File: src/rtl/iox_pkg.sv
package iox_pkg;

    typedef enum logic [2:0] {
        ST_IDLE   = 3'd0,
        ST_IO_RD  = 3'd1,
        ST_MEM_WR = 3'd2,
        ST_MEM_RD = 3'd3,
        ST_IO_WR  = 3'd4,
        ST_STEP   = 3'd5,
        ST_DONE   = 3'd6
    } iox_state_e;

endpackage

File: src/rtl/iox_seq.sv
module iox_seq
    import iox_pkg::*;
(
    input  logic       clk,
    input  logic       rst_n,
    input  logic       start,
    input  logic       cmd_dir_in,
    input  logic       cmd_block,
    input  logic       cmd_src_reg,
    input  logic       cmd_descend,
    input  logic       last_byte,
    output iox_state_e state,
    output logic       dir_in_q,
    output logic       block_q,
    output logic       src_reg_q,
    output logic       descend_q,
    output logic       accept,
    output logic       step_en,
    output logic       io_capture,
    output logic       mem_capture,
    output logic       finish_blk,
    output logic       busy,
    output logic       done
);

    iox_state_e state_nx;

    // state register and latched command
    always_ff @(posedge clk or negedge rst_n) begin
        if (!rst_n) begin
            state     <= ST_IDLE;
            dir_in_q  <= 1'b0;
            block_q   <= 1'b0;
            src_reg_q <= 1'b0;
            descend_q <= 1'b0;
        end else begin
            state <= state_nx;
            if (accept) begin
                dir_in_q  <= cmd_dir_in;
                block_q   <= cmd_block;
                src_reg_q <= cmd_src_reg;
                descend_q <= cmd_descend;
            end
        end
    end

    // next state
    always_comb begin
        state_nx = state;
        unique case (state)
            ST_IDLE: begin
                if (start) begin
                    if (cmd_dir_in)     state_nx = ST_IO_RD;
                    else if (cmd_block) state_nx = ST_MEM_RD;
                    else                state_nx = ST_IO_WR;
                end
            end
            ST_IO_RD:  state_nx = block_q ? ST_MEM_WR : ST_DONE;
            ST_MEM_WR: state_nx = ST_STEP;
            ST_MEM_RD: state_nx = ST_IO_WR;
            ST_IO_WR:  state_nx = block_q ? ST_STEP : ST_DONE;
            ST_STEP: begin
                if (last_byte)     state_nx = ST_DONE;
                else if (dir_in_q) state_nx = ST_IO_RD;
                else               state_nx = ST_MEM_RD;
            end
            ST_DONE:   state_nx = ST_IDLE;
            default:   state_nx = ST_IDLE;
        endcase
    end

    // control outputs
    always_comb begin
        accept      = 1'b0;
        step_en     = 1'b0;
        io_capture  = 1'b0;
        mem_capture = 1'b0;
        busy        = 1'b0;
        done        = 1'b0;
        unique case (state)
            ST_IDLE:   accept = start;
            ST_IO_RD:  begin busy = 1'b1; io_capture = 1'b1; end
            ST_MEM_WR: busy = 1'b1;
            ST_MEM_RD: begin busy = 1'b1; mem_capture = 1'b1; end
            ST_IO_WR:  busy = 1'b1;
            ST_STEP:   begin busy = 1'b1; step_en = 1'b1; end
            ST_DONE:   done = 1'b1;
            default:   ;
        endcase
        finish_blk = step_en && last_byte;
    end

    AST_DONE_PULSE: assert property (@(posedge clk) disable iff (!rst_n)
        done |=> !done);
    AST_DONE_AFTER_BUSY: assert property (@(posedge clk) disable iff (!rst_n)
        $rose(done) |-> $past(busy));
    AST_BUSY_IGNORES_START: assert property (@(posedge clk) disable iff (!rst_n)
        (busy && start) |=> $stable({dir_in_q, block_q, src_reg_q, descend_q}));

endmodule

File: src/rtl/iox_ptr.sv
module iox_ptr #(
    parameter int DATA_W = 8,
    parameter int ADDR_W = 16
) (
    input  logic              clk,
    input  logic              rst_n,
    input  logic              load,
    input  logic              step,
    input  logic              descend,
    input  logic [DATA_W-1:0] cnt_init,
    input  logic [ADDR_W-1:0] mptr_init,
    output logic [DATA_W-1:0] cnt_q,
    output logic [ADDR_W-1:0] mptr_q,
    output logic              last_byte
);

    localparam logic [DATA_W-1:0] CNT_ONE = DATA_W'(1);
    localparam logic [ADDR_W-1:0] PTR_ONE = ADDR_W'(1);

    always_ff @(posedge clk or negedge rst_n) begin
        if (!rst_n) begin
            cnt_q  <= '0;
            mptr_q <= '0;
        end else if (load) begin
            cnt_q  <= cnt_init;
            mptr_q <= mptr_init;
        end else if (step) begin
            cnt_q  <= cnt_q - CNT_ONE;
            mptr_q <= descend ? (mptr_q - PTR_ONE) : (mptr_q + PTR_ONE);
        end
    end

    // a count of zero wraps to the maximum, giving 2**DATA_W transfers
    assign last_byte = (cnt_q == CNT_ONE);

    AST_PTR_MOVES_ON_STEP: assert property (@(posedge clk) disable iff (!rst_n)
        (step && !load) |=> (mptr_q != $past(mptr_q)));

endmodule

File: src/rtl/iox_flags.sv
module iox_flags #(
    parameter int DATA_W = 8
) (
    input  logic              clk,
    input  logic              rst_n,
    input  logic              capture,
    input  logic              finish_blk,
    input  logic [DATA_W-1:0] din,
    output logic [DATA_W-1:0] byte_q,
    output logic              flag_s,
    output logic              flag_z,
    output logic              flag_p
);

    logic sign_nx, zero_nx, par_nx;

    always_comb begin
        sign_nx = din[DATA_W-1];
        zero_nx = (din == '0);
        par_nx  = ~(^din);
    end

    always_ff @(posedge clk or negedge rst_n) begin
        if (!rst_n) begin
            byte_q <= '0;
            flag_s <= 1'b0;
            flag_z <= 1'b0;
            flag_p <= 1'b0;
        end else if (capture) begin
            byte_q <= din;
            flag_s <= sign_nx;
            flag_z <= zero_nx;
            flag_p <= par_nx;
        end else if (finish_blk) begin
            flag_z <= 1'b1;
        end
    end

    AST_SP_HOLD: assert property (@(posedge clk) disable iff (!rst_n)
        !capture |=> $stable({flag_s, flag_p, byte_q}));
    AST_Z_AT_END: assert property (@(posedge clk) disable iff (!rst_n)
        finish_blk |=> flag_z);

endmodule

File: src/rtl/iox_bus.sv
module iox_bus
    import iox_pkg::*;
#(
    parameter int DATA_W = 8,
    parameter int ADDR_W = 16
) (
    input  logic              clk,
    input  logic              rst_n,
    input  iox_state_e        state,
    input  logic              src_reg,
    input  logic [DATA_W-1:0] port_q,
    input  logic [DATA_W-1:0] acc_q,
    input  logic [DATA_W-1:0] cnt_q,
    input  logic [ADDR_W-1:0] mptr_q,
    input  logic [DATA_W-1:0] data_q,
    output logic [ADDR_W-1:0] bus_addr,
    output logic [DATA_W-1:0] bus_wdata,
    output logic              mem_req,
    output logic              io_req,
    output logic              bus_rd,
    output logic              bus_wr
);

    logic [DATA_W-1:0] hi_sel;
    logic [ADDR_W-1:0] io_addr;

    assign hi_sel  = src_reg ? cnt_q : acc_q;
    assign io_addr = {hi_sel, port_q};

    always_comb begin
        bus_addr  = '0;
        bus_wdata = '0;
        mem_req   = 1'b0;
        io_req    = 1'b0;
        bus_rd    = 1'b0;
        bus_wr    = 1'b0;
        unique case (state)
            ST_IO_RD: begin
                io_req   = 1'b1;
                bus_rd   = 1'b1;
                bus_addr = io_addr;
            end
            ST_IO_WR: begin
                io_req    = 1'b1;
                bus_wr    = 1'b1;
                bus_addr  = io_addr;
                bus_wdata = data_q;
            end
            ST_MEM_RD: begin
                mem_req  = 1'b1;
                bus_rd   = 1'b1;
                bus_addr = mptr_q;
            end
            ST_MEM_WR: begin
                mem_req   = 1'b1;
                bus_wr    = 1'b1;
                bus_addr  = mptr_q;
                bus_wdata = data_q;
            end
            default: ;
        endcase
    end

    AST_STROBE_EXCL: assert property (@(posedge clk) disable iff (!rst_n)
        !(io_req && mem_req));
    AST_IO_ONE_DIR: assert property (@(posedge clk) disable iff (!rst_n)
        io_req |-> ($countones({bus_rd, bus_wr}) == 1));
    AST_IO_ONE_CYCLE: assert property (@(posedge clk) disable iff (!rst_n)
        io_req |=> !io_req);

endmodule

File: src/rtl/iox_engine.sv
module iox_engine
    import iox_pkg::*;
#(
    parameter  int DATA_W = 8,
    localparam int ADDR_W = 2 * DATA_W
) (
    input  logic              clk,
    input  logic              rst_n,
    input  logic              start,
    input  logic              cmd_dir_in,
    input  logic              cmd_block,
    input  logic              cmd_src_reg,
    input  logic              cmd_descend,
    input  logic [DATA_W-1:0] imm_port,
    input  logic [DATA_W-1:0] acc_val,
    input  logic [DATA_W-1:0] cptr_val,
    input  logic [DATA_W-1:0] cnt_init,
    input  logic [ADDR_W-1:0] mptr_init,
    input  logic [DATA_W-1:0] wr_byte,
    output logic [ADDR_W-1:0] bus_addr,
    output logic [DATA_W-1:0] bus_wdata,
    input  logic [DATA_W-1:0] bus_rdata,
    output logic              mem_req,
    output logic              io_req,
    output logic              bus_rd,
    output logic              bus_wr,
    output logic              busy,
    output logic              done,
    output logic [DATA_W-1:0] rd_byte,
    output logic              flag_s,
    output logic              flag_z,
    output logic              flag_p,
    output logic [DATA_W-1:0] cnt_out,
    output logic [ADDR_W-1:0] mptr_out
);

    iox_state_e        state;
    logic              dir_in_q, block_q, src_reg_q, descend_q;
    logic              accept, step_en, io_capture, mem_capture, finish_blk;
    logic              last_byte;
    logic [DATA_W-1:0] port_q, acc_q, data_q;

    iox_seq u_seq (
        .clk         (clk),
        .rst_n       (rst_n),
        .start       (start),
        .cmd_dir_in  (cmd_dir_in),
        .cmd_block   (cmd_block),
        .cmd_src_reg (cmd_src_reg),
        .cmd_descend (cmd_descend),
        .last_byte   (last_byte),
        .state       (state),
        .dir_in_q    (dir_in_q),
        .block_q     (block_q),
        .src_reg_q   (src_reg_q),
        .descend_q   (descend_q),
        .accept      (accept),
        .step_en     (step_en),
        .io_capture  (io_capture),
        .mem_capture (mem_capture),
        .finish_blk  (finish_blk),
        .busy        (busy),
        .done        (done)
    );

    iox_ptr #(.DATA_W(DATA_W), .ADDR_W(ADDR_W)) u_ptr (
        .clk       (clk),
        .rst_n     (rst_n),
        .load      (accept),
        .step      (step_en),
        .descend   (descend_q),
        .cnt_init  (cnt_init),
        .mptr_init (mptr_init),
        .cnt_q     (cnt_out),
        .mptr_q    (mptr_out),
        .last_byte (last_byte)
    );

    // operand latches: port number, high-address source, transfer byte
    always_ff @(posedge clk or negedge rst_n) begin
        if (!rst_n) begin
            port_q <= '0;
            acc_q  <= '0;
            data_q <= '0;
        end else if (accept) begin
            port_q <= cmd_src_reg ? cptr_val : imm_port;
            acc_q  <= acc_val;
            data_q <= wr_byte;
        end else if (io_capture || mem_capture) begin
            data_q <= bus_rdata;
        end
    end

    iox_flags #(.DATA_W(DATA_W)) u_flags (
        .clk        (clk),
        .rst_n      (rst_n),
        .capture    (io_capture),
        .finish_blk (finish_blk),
        .din        (bus_rdata),
        .byte_q     (rd_byte),
        .flag_s     (flag_s),
        .flag_z     (flag_z),
        .flag_p     (flag_p)
    );

    iox_bus #(.DATA_W(DATA_W), .ADDR_W(ADDR_W)) u_bus (
        .clk       (clk),
        .rst_n     (rst_n),
        .state     (state),
        .src_reg   (src_reg_q),
        .port_q    (port_q),
        .acc_q     (acc_q),
        .cnt_q     (cnt_out),
        .mptr_q    (mptr_out),
        .data_q    (data_q),
        .bus_addr  (bus_addr),
        .bus_wdata (bus_wdata),
        .mem_req   (mem_req),
        .io_req    (io_req),
        .bus_rd    (bus_rd),
        .bus_wr    (bus_wr)
    );

    AST_BLOCK_END_CNT: assert property (@(posedge clk) disable iff (!rst_n)
        (done && block_q) |-> (cnt_out == '0));
    AST_PORT_HELD: assert property (@(posedge clk) disable iff (!rst_n)
        (busy && start) |=> $stable(port_q));

endmodule

File: config.mk
export PLATFORM = sky130hd
export DESIGN_NAME = iox_engine
export DESIGN_NICKNAME = d
export VERILOG_FILES = /design/src/rtl/iox_pkg.sv /design/src/rtl/iox_seq.sv /design/src/rtl/iox_ptr.sv /design/src/rtl/iox_flags.sv /design/src/rtl/iox_bus.sv /design/src/rtl/iox_engine.sv
export SDC_FILE = /design/constraint.sdc
export NUM_CORES = 1
export LEC_CHECK = 0
export BUFFER_PORTS_ARGS = -buffer_cell sky130_fd_sc_hd__buf_4
export CORE_ASPECT_RATIO = 1.5
export CORE_MARGIN = 8
export CORE_UTILIZATION = 30
export DETAILED_ROUTE_END_ITERATION = 7
export SETUP_SLACK_MARGIN = 0.05
export SYNTH_ARGS = -nofsm -noshare
export SYNTH_HDL_FRONTEND = slang
export SYNTH_SLANG_ARGS = --single-unit
File: constraint.sdc
create_clock -name clk -period 4.4 [get_ports clk]
set_input_delay 0.66 -clock clk [delete_from_list [all_inputs] [get_ports clk]]
set_output_delay 0.66 -clock clk [all_outputs]
set_load 0.01 [all_outputs]
==> results.yml <==
detailed_routing:
  drt-initial-drc-count: 158
  antenna_left: 0
  wl_per_cell_um: 18.0
  vias: 3985
  drtPass1Iterations: 5
  wl_mm: 13.9
  vias_per_cell: 5.18
  drc: 0
layout:
  syn2layout_area_growth_pct: 34.5
  fin_nets: 696
  drive_gt1_frac: 0.265
  post-route-cell-area_sq_um: 5550
  antenna_cells: 0
  post-route-util: 0.412
  fillCellCount: 1342
timing:
  rsz0062_at_grt: "false"
  max-slew-margin-rel: 0.221
  fin_crit_sh: 0.707
  fmax_mhz: 321
  setup_viol: 0
  fin_ws_ns: 1.29
  tightestPinTransition_ns: 1.16
  fin_setup_tns_ns: 0
  slew_viol_final: 0
  finalHoldViolCount: 0
  fin_worst_skew_ns: 0.00453
  min_period_ns: 3.11
floorplan:
  pin_count: 136
  die_w_um: 112
  rows: 52
  coreArea_sq_um: 13500
  fp.dieH_um: 160
  die_area_sq_um: 17800
  start_util: 0.306
yosys:
  netlist_instances: 479
  syn_area_per_cell_sq_um: 8.61
  ys.flop_type: "dfrtp_1"
  synth.largest_area_cell: "dfrtp_1"
  synth_edf_count: 0
  synth.distinct_cells: 59
  synth_top_cell_area_share: 0.395
  synth_fp_nets: 571
  syn_area_sq_um: 4120
  ys_top_cells_by_area: "dfrtp_1 (39%), nand2_1 (9.0%), ha_1 (6.1%)"
  seq_area_frac_synth: 0.395
  synth_warnings: 0
  async_flop_share: 1.00
  ys_ff_latch: 65
cts:
  cts_tree: "yes"
  cts-htree-levels: 3
  cts_resized: 0
  clk_pin_slew_ns: 0.06
  cts_buffers: 9
  cts.sinks: 65
  ctsHoldBuffers: 0
  worstSkewPairLatency_ns: 0.33
  clk_path_buf_depth: 2
  post-cts-setup-buffers: 0
  root_buffer: "clkbuf_16"
setup_path:
  critPathKind: "flip-flop to output pin"
  slowest_delay_ns: 0.64
  cp_max_fo: 17
  required_ns: 3.74
  start_kind: "flip-flop"
  reg2reg_slack_ns: 1.59
  crit_family: "compound AO/OA/AOI/OAI gates"
  worst-path-buf-inv: 2
  r2r_start: "u_seq.descend_q"
  arrival_ns: 2.45
  r2r-end: "u_ptr.mptr_q[12]"
  critPathSlowestCell: "dfrtp_1"
  path_cells: "nand2b_1 -> a21o_1 -> inv_2 -> a22o_1 -> buf_4"
  cp-end-kind: "output pin"
  ff2ff_path_depth: 6
pwr:
  p_total_w: 0.00451
  p_leak_nw: 2.72
  peakVddDrop_v: 0.000367
  power_density_nw_per_um2: 813
min_path:
  hp-class: "primary input to asynchronous set/reset pin"
place:
  hpwl_mm: 10.8
  place_ws_ns: 1.63
  port_buffers: 135
  placed_area_sq_um: 5270
  gp_congestion: 0.888
global_route:
  grt_use_total: 0.155
  gr-total-overflow: 0
  antenna_found_initial: 0
  grt_max_degree: 66
  grt_pass1_wl_mm: 21.9
  first_global_vias: 4179
run:
  maxCapViolations: 0
status:
  status: "finished, final reports clean"
-- stage by stage --
step | instances | hold WS [ns]
CTS | 770 | 0.470
global placement | 755 | 0.461
finish | 770 | 0.442
detailed placement | 755 | 0.462
floorplan | 479 | 0.364
global route | 770 | 0.496
-- cells in the mapped netlist, types with 2 or more instances --
library cell and instances:
o31ai_1 2, mux2i_1 19, buf_2 5, a211oi_1 2, o21ai_1 32, nor2b_1 2, inv_2 4, mux2_1 10
mux2_2 2, a21oi_1 25, a22oi_1 7, nand4_1 5, and3_1 2, nor4_1 2, ha_1 20, a21o_1 7
o211ai_1 3, xor2_1 9, nand2_1 99, nand2b_1 3, a22o_1 9, xnor2_1 8, nand3_1 6, a221o_1 2
dfrtp_1 65, o21a_1 2, o21ai_0 7, a221oi_1 2, buf_1 6, and2_1 10, or4b_1 2, clkbuf_1 13
a31oi_1 10, nor3_1 7, inv_1 14, nor2_1 33
-- kinds of logic after synthesis --
group | count (synthesis) | synth area share
AOI/OAI and AO/OA | 123 | 0.191
xor gates and xnor gates | 17 | 0.0361
adders and majority gates | 21 | 0.0656
buffers and inverters | 43 | 0.0416
DFF | 65 | 0.395
muxes | 31 | 0.0789
and+or+nand+nor | 179 | 0.193
-- cell usage in the layout, fill, tap and decap left out, drive strengths merged, types with 3 or more instances in the layout --
cell | netlist | final
nand3 | 6 | 6
nand2 | 99 | 99
mux2 | 12 | 12
ha | 20 | 20
a21oi | 25 | 25
inv | 18 | 18
a31oi | 10 | 10
o211ai | 3 | 3
xnor2 | 8 | 8
dfrtp | 65 | 65
a22oi | 7 | 7
nor2 | 33 | 33
nand4 | 5 | 5
nand2b | 3 | 3
and2 | 11 | 11
buf | 12 | 139
a22o | 9 | 9
o21ai | 39 | 39
clkbuf | 13 | 13
a21o | 7 | 7
mux2i | 19 | 19
nor3 | 7 | 7
xor2 | 9 | 9
-- sequential cells by signal, indices dropped and copies added, names as in the netlist --
signal / cells
port_q: 8
u_flags.byte_q: 8
u_flags.flag_p: 1
u_seq.dir_in_q: 1
acc_q: 8
u_ptr.mptr_q: 16
u_seq.src_reg_q: 1
u_seq.block_q: 1
u_seq.state: 3
u_flags.flag_z: 1
u_seq.descend_q: 1
u_ptr.cnt_q: 8
data_q: 8
-- area by class of cell --
class,instances,area (sq um),area share
Multi-Input combinational cell,371,2330,0.420
Clock buffer,13,260,0.0469
Clock inverter,2,13.8,0.00248
Tap cell,162,203,0.0366
Timing Repair Buffer,139,1040,0.188
Inverter,18,67.6,0.0122
Sequential cell,65,1630,0.293
-- power breakdown --
part           switching (W)  internal [W]  total [W]
clock               0.000254      0.000409   0.000663
sequential          0.000375      0.000896    0.00127
combinational        0.00139       0.00119    0.00257
total                0.00201       0.00249    0.00451
-- metal layers --
metal  vias to the layer above  track usage  wire (um)
met2                       122        0.281       7410
li1                       1949            -          -
met3                        33       0.0364        669
met5                         -            0          0
met1                      1881        0.159       5230
met4                         0       0.0893        558
-- worst max path at each step --
stage,start,to,cells after the start
5_1_grt,u_seq.state[2],bus_addr[3],5
4_1_cts,u_seq.state[2],bus_addr[0],5
2_1_floorplan,u_seq.descend_q,u_ptr.mptr_q[12],6
3_5_place_dp,u_seq.descend_q,u_ptr.mptr_q[12],6
6_report,u_seq.state[2],bus_addr[6],5
3_3_place_gp,u_seq.descend_q,u_ptr.mptr_q[12],6
(Power assumes the default switching activity.)
